## config.mk

```make
export PLATFORM = sky130hd
export DESIGN_NAME = ring_ptr_mgr
export DESIGN_NICKNAME = d
export VERILOG_FILES = /design/src/rtl/ring_pkg.sv /design/src/rtl/ring_regdec.sv /design/src/rtl/ring_slot.sv /design/src/rtl/ring_ptr_mgr.sv
export SDC_FILE = /design/constraint.sdc
export NUM_CORES = 1
export LEC_CHECK = 0
export BUFFER_PORTS_ARGS = -buffer_cell sky130_fd_sc_hd__buf_2
export CAP_MARGIN = 20
export CORE_MARGIN = 2
export CORE_UTILIZATION = 35
export CTS_CLUSTER_SIZE = 25
export DETAILED_ROUTE_END_ITERATION = 10
export GPL_ROUTABILITY_DRIVEN = 0
export MAX_ROUTING_LAYER = met4
export PLACE_DENSITY = 0.53
export SKIP_LAST_GASP = 1
export SLEW_MARGIN = 0
export SYNTH_ARGS = -nofsm -noshare
export SYNTH_HDL_FRONTEND = slang
export SYNTH_HIERARCHICAL = 1
export SYNTH_SLANG_ARGS = --single-unit
```

## constraint.sdc

```tcl
create_clock -name clk -period 4 [get_ports clk]
set_clock_uncertainty 0.2 [all_clocks]
set_input_delay 0.4 -clock clk [delete_from_list [all_inputs] [get_ports clk]]
set_output_delay 0.4 -clock clk [all_outputs]
set_load 0.1 [all_outputs]
```

## src/rtl/ring_pkg.sv

```systemverilog
package ring_pkg;
  localparam int NRING       = 4;
  localparam int DESC_SHIFT  = 5;
  localparam int DEPTH_SHIFT = 3;
  localparam logic [11:0] GATE_ADDR = 12'h5CC;

  typedef enum logic [2:0] {
    FLD_NONE, FLD_BASE, FLD_DEPTH, FLD_WIDX, FLD_RIDX, FLD_GUARD
  } fld_e;

  function automatic logic [11:0] grp_addr(int r);
    case (r)
      0: return 12'h500;
      1: return 12'h520;
      2: return 12'h580;
      default: return 12'h5A0;
    endcase
  endfunction

  // bit of the gate register that enables the hardware strobe of ring r
  function automatic int gate_pos(int r);
    case (r)
      0: return 2;
      1: return 3;
      2: return 0;
      default: return 1;
    endcase
  endfunction

  // hardware produces (moves the write index) on rings 1 and 3
  function automatic bit hw_produces(int r);
    return (r == 1) || (r == 3);
  endfunction
endpackage

```

## src/rtl/ring_regdec.sv

```systemverilog
module ring_regdec
  import ring_pkg::*;
#(
  parameter int AW = 12
) (
  input  logic [AW-1:0]    addr,
  output logic [NRING-1:0] ring_hit,
  output fld_e             fld,
  output logic             gate_hit
);
  always_comb begin
    ring_hit = '0;
    for (int r = 0; r < NRING; r++) begin
      ring_hit[r] = ({addr[AW-1:5], 5'b0} == AW'(grp_addr(r)));
    end
    gate_hit = (addr == AW'(GATE_ADDR));
    case (addr[4:0])
      5'h00:   fld = FLD_BASE;
      5'h04:   fld = FLD_DEPTH;
      5'h08:   fld = FLD_WIDX;
      5'h0C:   fld = FLD_RIDX;
      5'h18:   fld = FLD_GUARD;
      default: fld = FLD_NONE;
    endcase
  end
endmodule

```

## src/rtl/ring_slot.sv

```systemverilog
module ring_slot
  import ring_pkg::*;
#(
  parameter int MAX_DESC = 64,
  parameter bit PRODUCER = 1'b0,
  localparam int PW = $clog2(MAX_DESC + 1)
) (
  input  logic          clk,
  input  logic          rst_n,
  input  logic          we_base,
  input  logic          we_depth,
  input  logic          we_widx,
  input  logic          we_ridx,
  input  logic          we_guard,
  input  logic [31:0]   wdata,
  input  logic          step,
  input  logic          gate_on,
  output logic [31:0]   base_o,
  output logic [PW-1:0] cnt_o,
  output logic [PW-1:0] widx_o,
  output logic [PW-1:0] ridx_o,
  output logic [1:0]    guard_o,
  output logic          empty,
  output logic          full,
  output logic          err
);
  logic [31:0] cnt_req, idx_req;
  logic        cnt_ok, idx_ok;

  function automatic logic [PW-1:0] bump(logic [PW-1:0] p, logic [PW-1:0] n);
    return (p == n - 1'b1) ? '0 : p + 1'b1;
  endfunction

  assign cnt_req = wdata >> DEPTH_SHIFT;
  assign idx_req = wdata >> DESC_SHIFT;
  assign cnt_ok  = (cnt_req >= 32'd2) && (cnt_req <= 32'(MAX_DESC));
  assign idx_ok  = (idx_req < 32'(cnt_o));
  assign empty   = (widx_o == ridx_o);
  assign full    = (bump(widx_o, cnt_o) == ridx_o);

  always_ff @(posedge clk) begin
    if (!rst_n) begin
      base_o  <= '0;
      cnt_o   <= PW'(MAX_DESC);
      widx_o  <= '0;
      ridx_o  <= '0;
      guard_o <= '0;
      err     <= 1'b0;
    end else begin
      if (we_guard) guard_o <= wdata[2:1];
      if (we_base && guard_o[1]) base_o <= wdata;
      if (PRODUCER) begin
        if (step && gate_on) begin
          if (full) err <= 1'b1;
          else      widx_o <= bump(widx_o, cnt_o);
        end
        if (we_ridx && idx_ok) ridx_o <= idx_req[PW-1:0];
      end else begin
        if (step && gate_on) begin
          if (empty) err <= 1'b1;
          else       ridx_o <= bump(ridx_o, cnt_o);
        end
        if (we_widx && idx_ok) widx_o <= idx_req[PW-1:0];
      end
      if (we_depth && guard_o[0] && cnt_ok) begin
        cnt_o  <= cnt_req[PW-1:0];
        widx_o <= '0;
        ridx_o <= '0;
      end
    end
  end
endmodule

```

## src/rtl/ring_ptr_mgr.sv

```systemverilog
module ring_ptr_mgr
  import ring_pkg::*;
#(
  parameter int AW       = 12,
  parameter int MAX_DESC = 64,
  localparam int PW = $clog2(MAX_DESC + 1)
) (
  input  logic             clk,
  input  logic             rst_n,
  input  logic             cfg_we,
  input  logic [AW-1:0]    cfg_waddr,
  input  logic [31:0]      cfg_wdata,
  input  logic [AW-1:0]    cfg_raddr,
  output logic [31:0]      cfg_rdata,
  input  logic [NRING-1:0] hw_step,
  output logic [NRING-1:0] ring_empty,
  output logic [NRING-1:0] ring_full,
  output logic [NRING-1:0] ring_err
);
  logic [NRING-1:0] w_hit, r_hit;
  fld_e             w_fld, r_fld;
  logic             w_gate, r_gate;
  logic [3:0]       gate_q;

  logic [31:0]   base_v  [NRING];
  logic [PW-1:0] cnt_v   [NRING];
  logic [PW-1:0] widx_v  [NRING];
  logic [PW-1:0] ridx_v  [NRING];
  logic [1:0]    guard_v [NRING];

  ring_regdec #(.AW(AW)) u_wdec (.addr(cfg_waddr), .ring_hit(w_hit), .fld(w_fld), .gate_hit(w_gate));
  ring_regdec #(.AW(AW)) u_rdec (.addr(cfg_raddr), .ring_hit(r_hit), .fld(r_fld), .gate_hit(r_gate));

  always_ff @(posedge clk) begin
    if (!rst_n)                gate_q <= '0;
    else if (cfg_we && w_gate) gate_q <= cfg_wdata[3:0];
  end

  for (genvar r = 0; r < NRING; r++) begin : g_ring
    logic sel;
    assign sel = cfg_we && w_hit[r];
    ring_slot #(.MAX_DESC(MAX_DESC), .PRODUCER(hw_produces(r))) u_slot (
      .clk     (clk),
      .rst_n   (rst_n),
      .we_base (sel && (w_fld == FLD_BASE)),
      .we_depth(sel && (w_fld == FLD_DEPTH)),
      .we_widx (sel && (w_fld == FLD_WIDX)),
      .we_ridx (sel && (w_fld == FLD_RIDX)),
      .we_guard(sel && (w_fld == FLD_GUARD)),
      .wdata   (cfg_wdata),
      .step    (hw_step[r]),
      .gate_on (gate_q[gate_pos(r)]),
      .base_o  (base_v[r]),
      .cnt_o   (cnt_v[r]),
      .widx_o  (widx_v[r]),
      .ridx_o  (ridx_v[r]),
      .guard_o (guard_v[r]),
      .empty   (ring_empty[r]),
      .full    (ring_full[r]),
      .err     (ring_err[r])
    );
  end

  always_comb begin
    cfg_rdata = '0;
    if (r_gate) cfg_rdata = {28'b0, gate_q};
    for (int r = 0; r < NRING; r++) begin
      if (r_hit[r]) begin
        case (r_fld)
          FLD_BASE:  cfg_rdata = base_v[r];
          FLD_DEPTH: cfg_rdata = 32'(cnt_v[r]) << DEPTH_SHIFT;
          FLD_WIDX:  cfg_rdata = 32'(widx_v[r]) << DESC_SHIFT;
          FLD_RIDX:  cfg_rdata = 32'(ridx_v[r]) << DESC_SHIFT;
          FLD_GUARD: cfg_rdata = {29'b0, guard_v[r], 1'b0};
          default:   cfg_rdata = '0;
        endcase
      end
    end
  end
endmodule

```

==> flow_metrics.tcl <==
set metrics [dict create \
    status "complete, no violations" \
    diodes 0 \
    grt.overflow.total 0 \
    syn_avg_cell_area_sq_um 8.062 \
    setup_viol 0 \
    cp_cell_sequence "inv_1, ha_2, or3b_4, nor3_2, xnor2_2, xnor2_1, or4_4, and4b_1, o311a_1, buf_6" \
    worstSetupPathType "flop to output pin" \
    totalWireLength_um 48360 \
    wl_per_cell_um 19.89 \
    layout_common_cells "nand2_1, dfxtp_1, a21boi_0" \
    seqPwrFrac_pct 41.9 \
    worstMarginPinSlew_ps 997.9 \
    holdCritStartpoint "cfg_wdata[1]" \
    critPathLaunch "g_ring[0].u_slot/cnt_o[1]" \
    syn_to_final_growth_pct 18.86 \
    dpl.hpwl_um 33190 \
    dp_cells 2354 \
    sw_frac_of_total_pct 23.19 \
    layout_worst_path_cycle_share_pct 97.38 \
    power_frac_clock_pct 52.0 \
    first_pass_iters 5 \
    hold_viol_final 0 \
    grt_max_degree 76 \
    leakagePower_nw 6.033 \
    cp.buffers_inverters 2 \
    nNetsFinal 1975 \
    final_area_sq_um 17190 \
    vdd_drop_max_mv 0.2899 \
    antenna_found_initial 0 \
    p_int_mw 4.161 \
    placed_area_sq_um 15830 \
    yosys_warnings 6 \
    grt_pass1_vias 12985 \
    rows 74 \
    fp.dieArea_sq_um 42960 \
    cts_root_buffer "clkbuf_16" \
    dr_total_vias 13304 \
    cp_slowest_cell "or4_4" \
    clock_path_buffers 3 \
    maxSlewHeadroom_pct 33.18 \
    rsz0062_at_grt "yes" \
    clkTransAtPathRegs_ps 60 \
    cp_data_arrival_time_ps 3300 \
    end_kind "output pin" \
    p_per_area_nw_per_um2 315.1 \
    clkSinkCount 228 \
    ios 107 \
    cts_tree "done" \
    synthCells 1794 \
    hold_class "primary input to flop" \
    required_ps 3400 \
    p_comb_share_pct 6.1 \
    initial_core_util_pct 35.42 \
    fmax_ghz 0.2567 \
    r2r-start "g_ring[3].u_slot/cnt_o[0]" \
    cts-htree-levels 1 \
    min_period_ps 3895 \
    grt.total_usage_pct 22.74 \
    drive_gt1_share_pct 15.06 \
    via_per_inst 5.473 \
    tns_ps 0 \
    maxCapViolations 0 \
    netlist_area_sq_um 14460 \
    drt_iter0_markers 938 \
    syn_nets 1891 \
    die_y_um 207.3 \
    final_common_cell "nand2_1" \
    p_sw_mw 1.256 \
    finalNonFillerCells 2431 \
    slew_viol_final 0 \
    cp_max_fo 4 \
    drc 0 \
    cp-start-kind "flop" \
    grt_pass1_wl_um 76110 \
    cpPeakStageDelay_ps 440 \
    core_sq_um 40830 \
    hold-worst-slack_ps 31.54 \
    die_w_um 207.3 \
    crit_family "simple AND/OR/NAND/NOR gates" \
    numCtsBuffers 28 \
    port_buffers 106 \
    ant_nets 0 \
    clock_latency_ps 560 \
]
sequential cells by signal, indices dropped and copies added, names as in the netlist:
register and cells:
g_ring.u_slot/widx_o 28, g_ring.u_slot/err 4, g_ring.u_slot/base_o 128, g_ring.u_slot/ridx_o 28
g_ring.u_slot/guard_o 8, g_ring.u_slot/cnt_o 28, gate_q 4
worst min-delay path, cell delays in order:
cell      delay (ps)
buf_2            190
nand2_1           80
a21boi_0          70
metrics by stage:
| stage | power, mW | setup WS (ps) | util, % |
|---|---|---|---|
| 4_1_cts | 5.471 | -66.62 | 41.89 |
| 3_5_place_dp | 2.629 | 404.3 | 38.77 |
| 3_3_place_gp | 2.625 | 387.5 | 38.76 |
| 6_report | 5.417 | 104.9 | 42.10 |
| 2_1_floorplan | 2.473 | -224.0 | - |
| 5_1_grt | 5.591 | -24.34 | 42.10 |
area by class of cell:
class | instances | area, sq um
flip-flops and latches | 228 | 4571
inverters | 47 | 176.4
well taps | 532 | 665.6
repair buffers | 185 | 1428
multi-input cells | 1388 | 9328
clock buffers | 40 | 837.1
fillers | 4149 | 23640
clock inverters | 11 | 185.2
metal layers:
| metal | part of all wire [%] | track usage, % | wire (um) |
|---|---|---|---|
| met1 | 46 | 29.95 | 22450 |
| met2 | 46 | 36.30 | 22070 |
| met3 | 4.9 | 2.814 | 2362 |
| met4 | 3.1 | 7.241 | 1480 |
| met5 | 0 | - | 0 |
final timing paths:
| kind | end | slack (ps) | cells past startpoint |
|---|---|---|---|
| worst max-delay path | ring_full[0] | 100 | 10 |
| worst min-delay path | g_ring[1].u_slot/base_o[1] | 30 | 3 |
| worst max register to register | g_ring[3].u_slot/widx_o[2] | 620 | 8 |
| worst min register to register | g_ring[2].u_slot/base_o[9] | 260 | 2 |
power by group through the flow:
stage / registers [mW] / clock network, mW / logic (mW)
after floorplan: 2.32 / 0 / 0.152
after global placement: 2.32 / 0 / 0.304
after detailed placement: 2.32 / 0 / 0.308
after CTS: 2.27 / 2.87 / 0.326
after global routing: 2.27 / 2.97 / 0.354
final: 2.27 / 2.82 / 0.330
timing repair:
item                       CTS  global route
pin swaps                    1             4
gates resized for setup      8            17
hold endpoints to repair    90             0
setup endpoints to repair    4             4
buffers inserted             0             3
hold buffers                23             0
No activity file was read; power rests on OpenSTA's default activity.
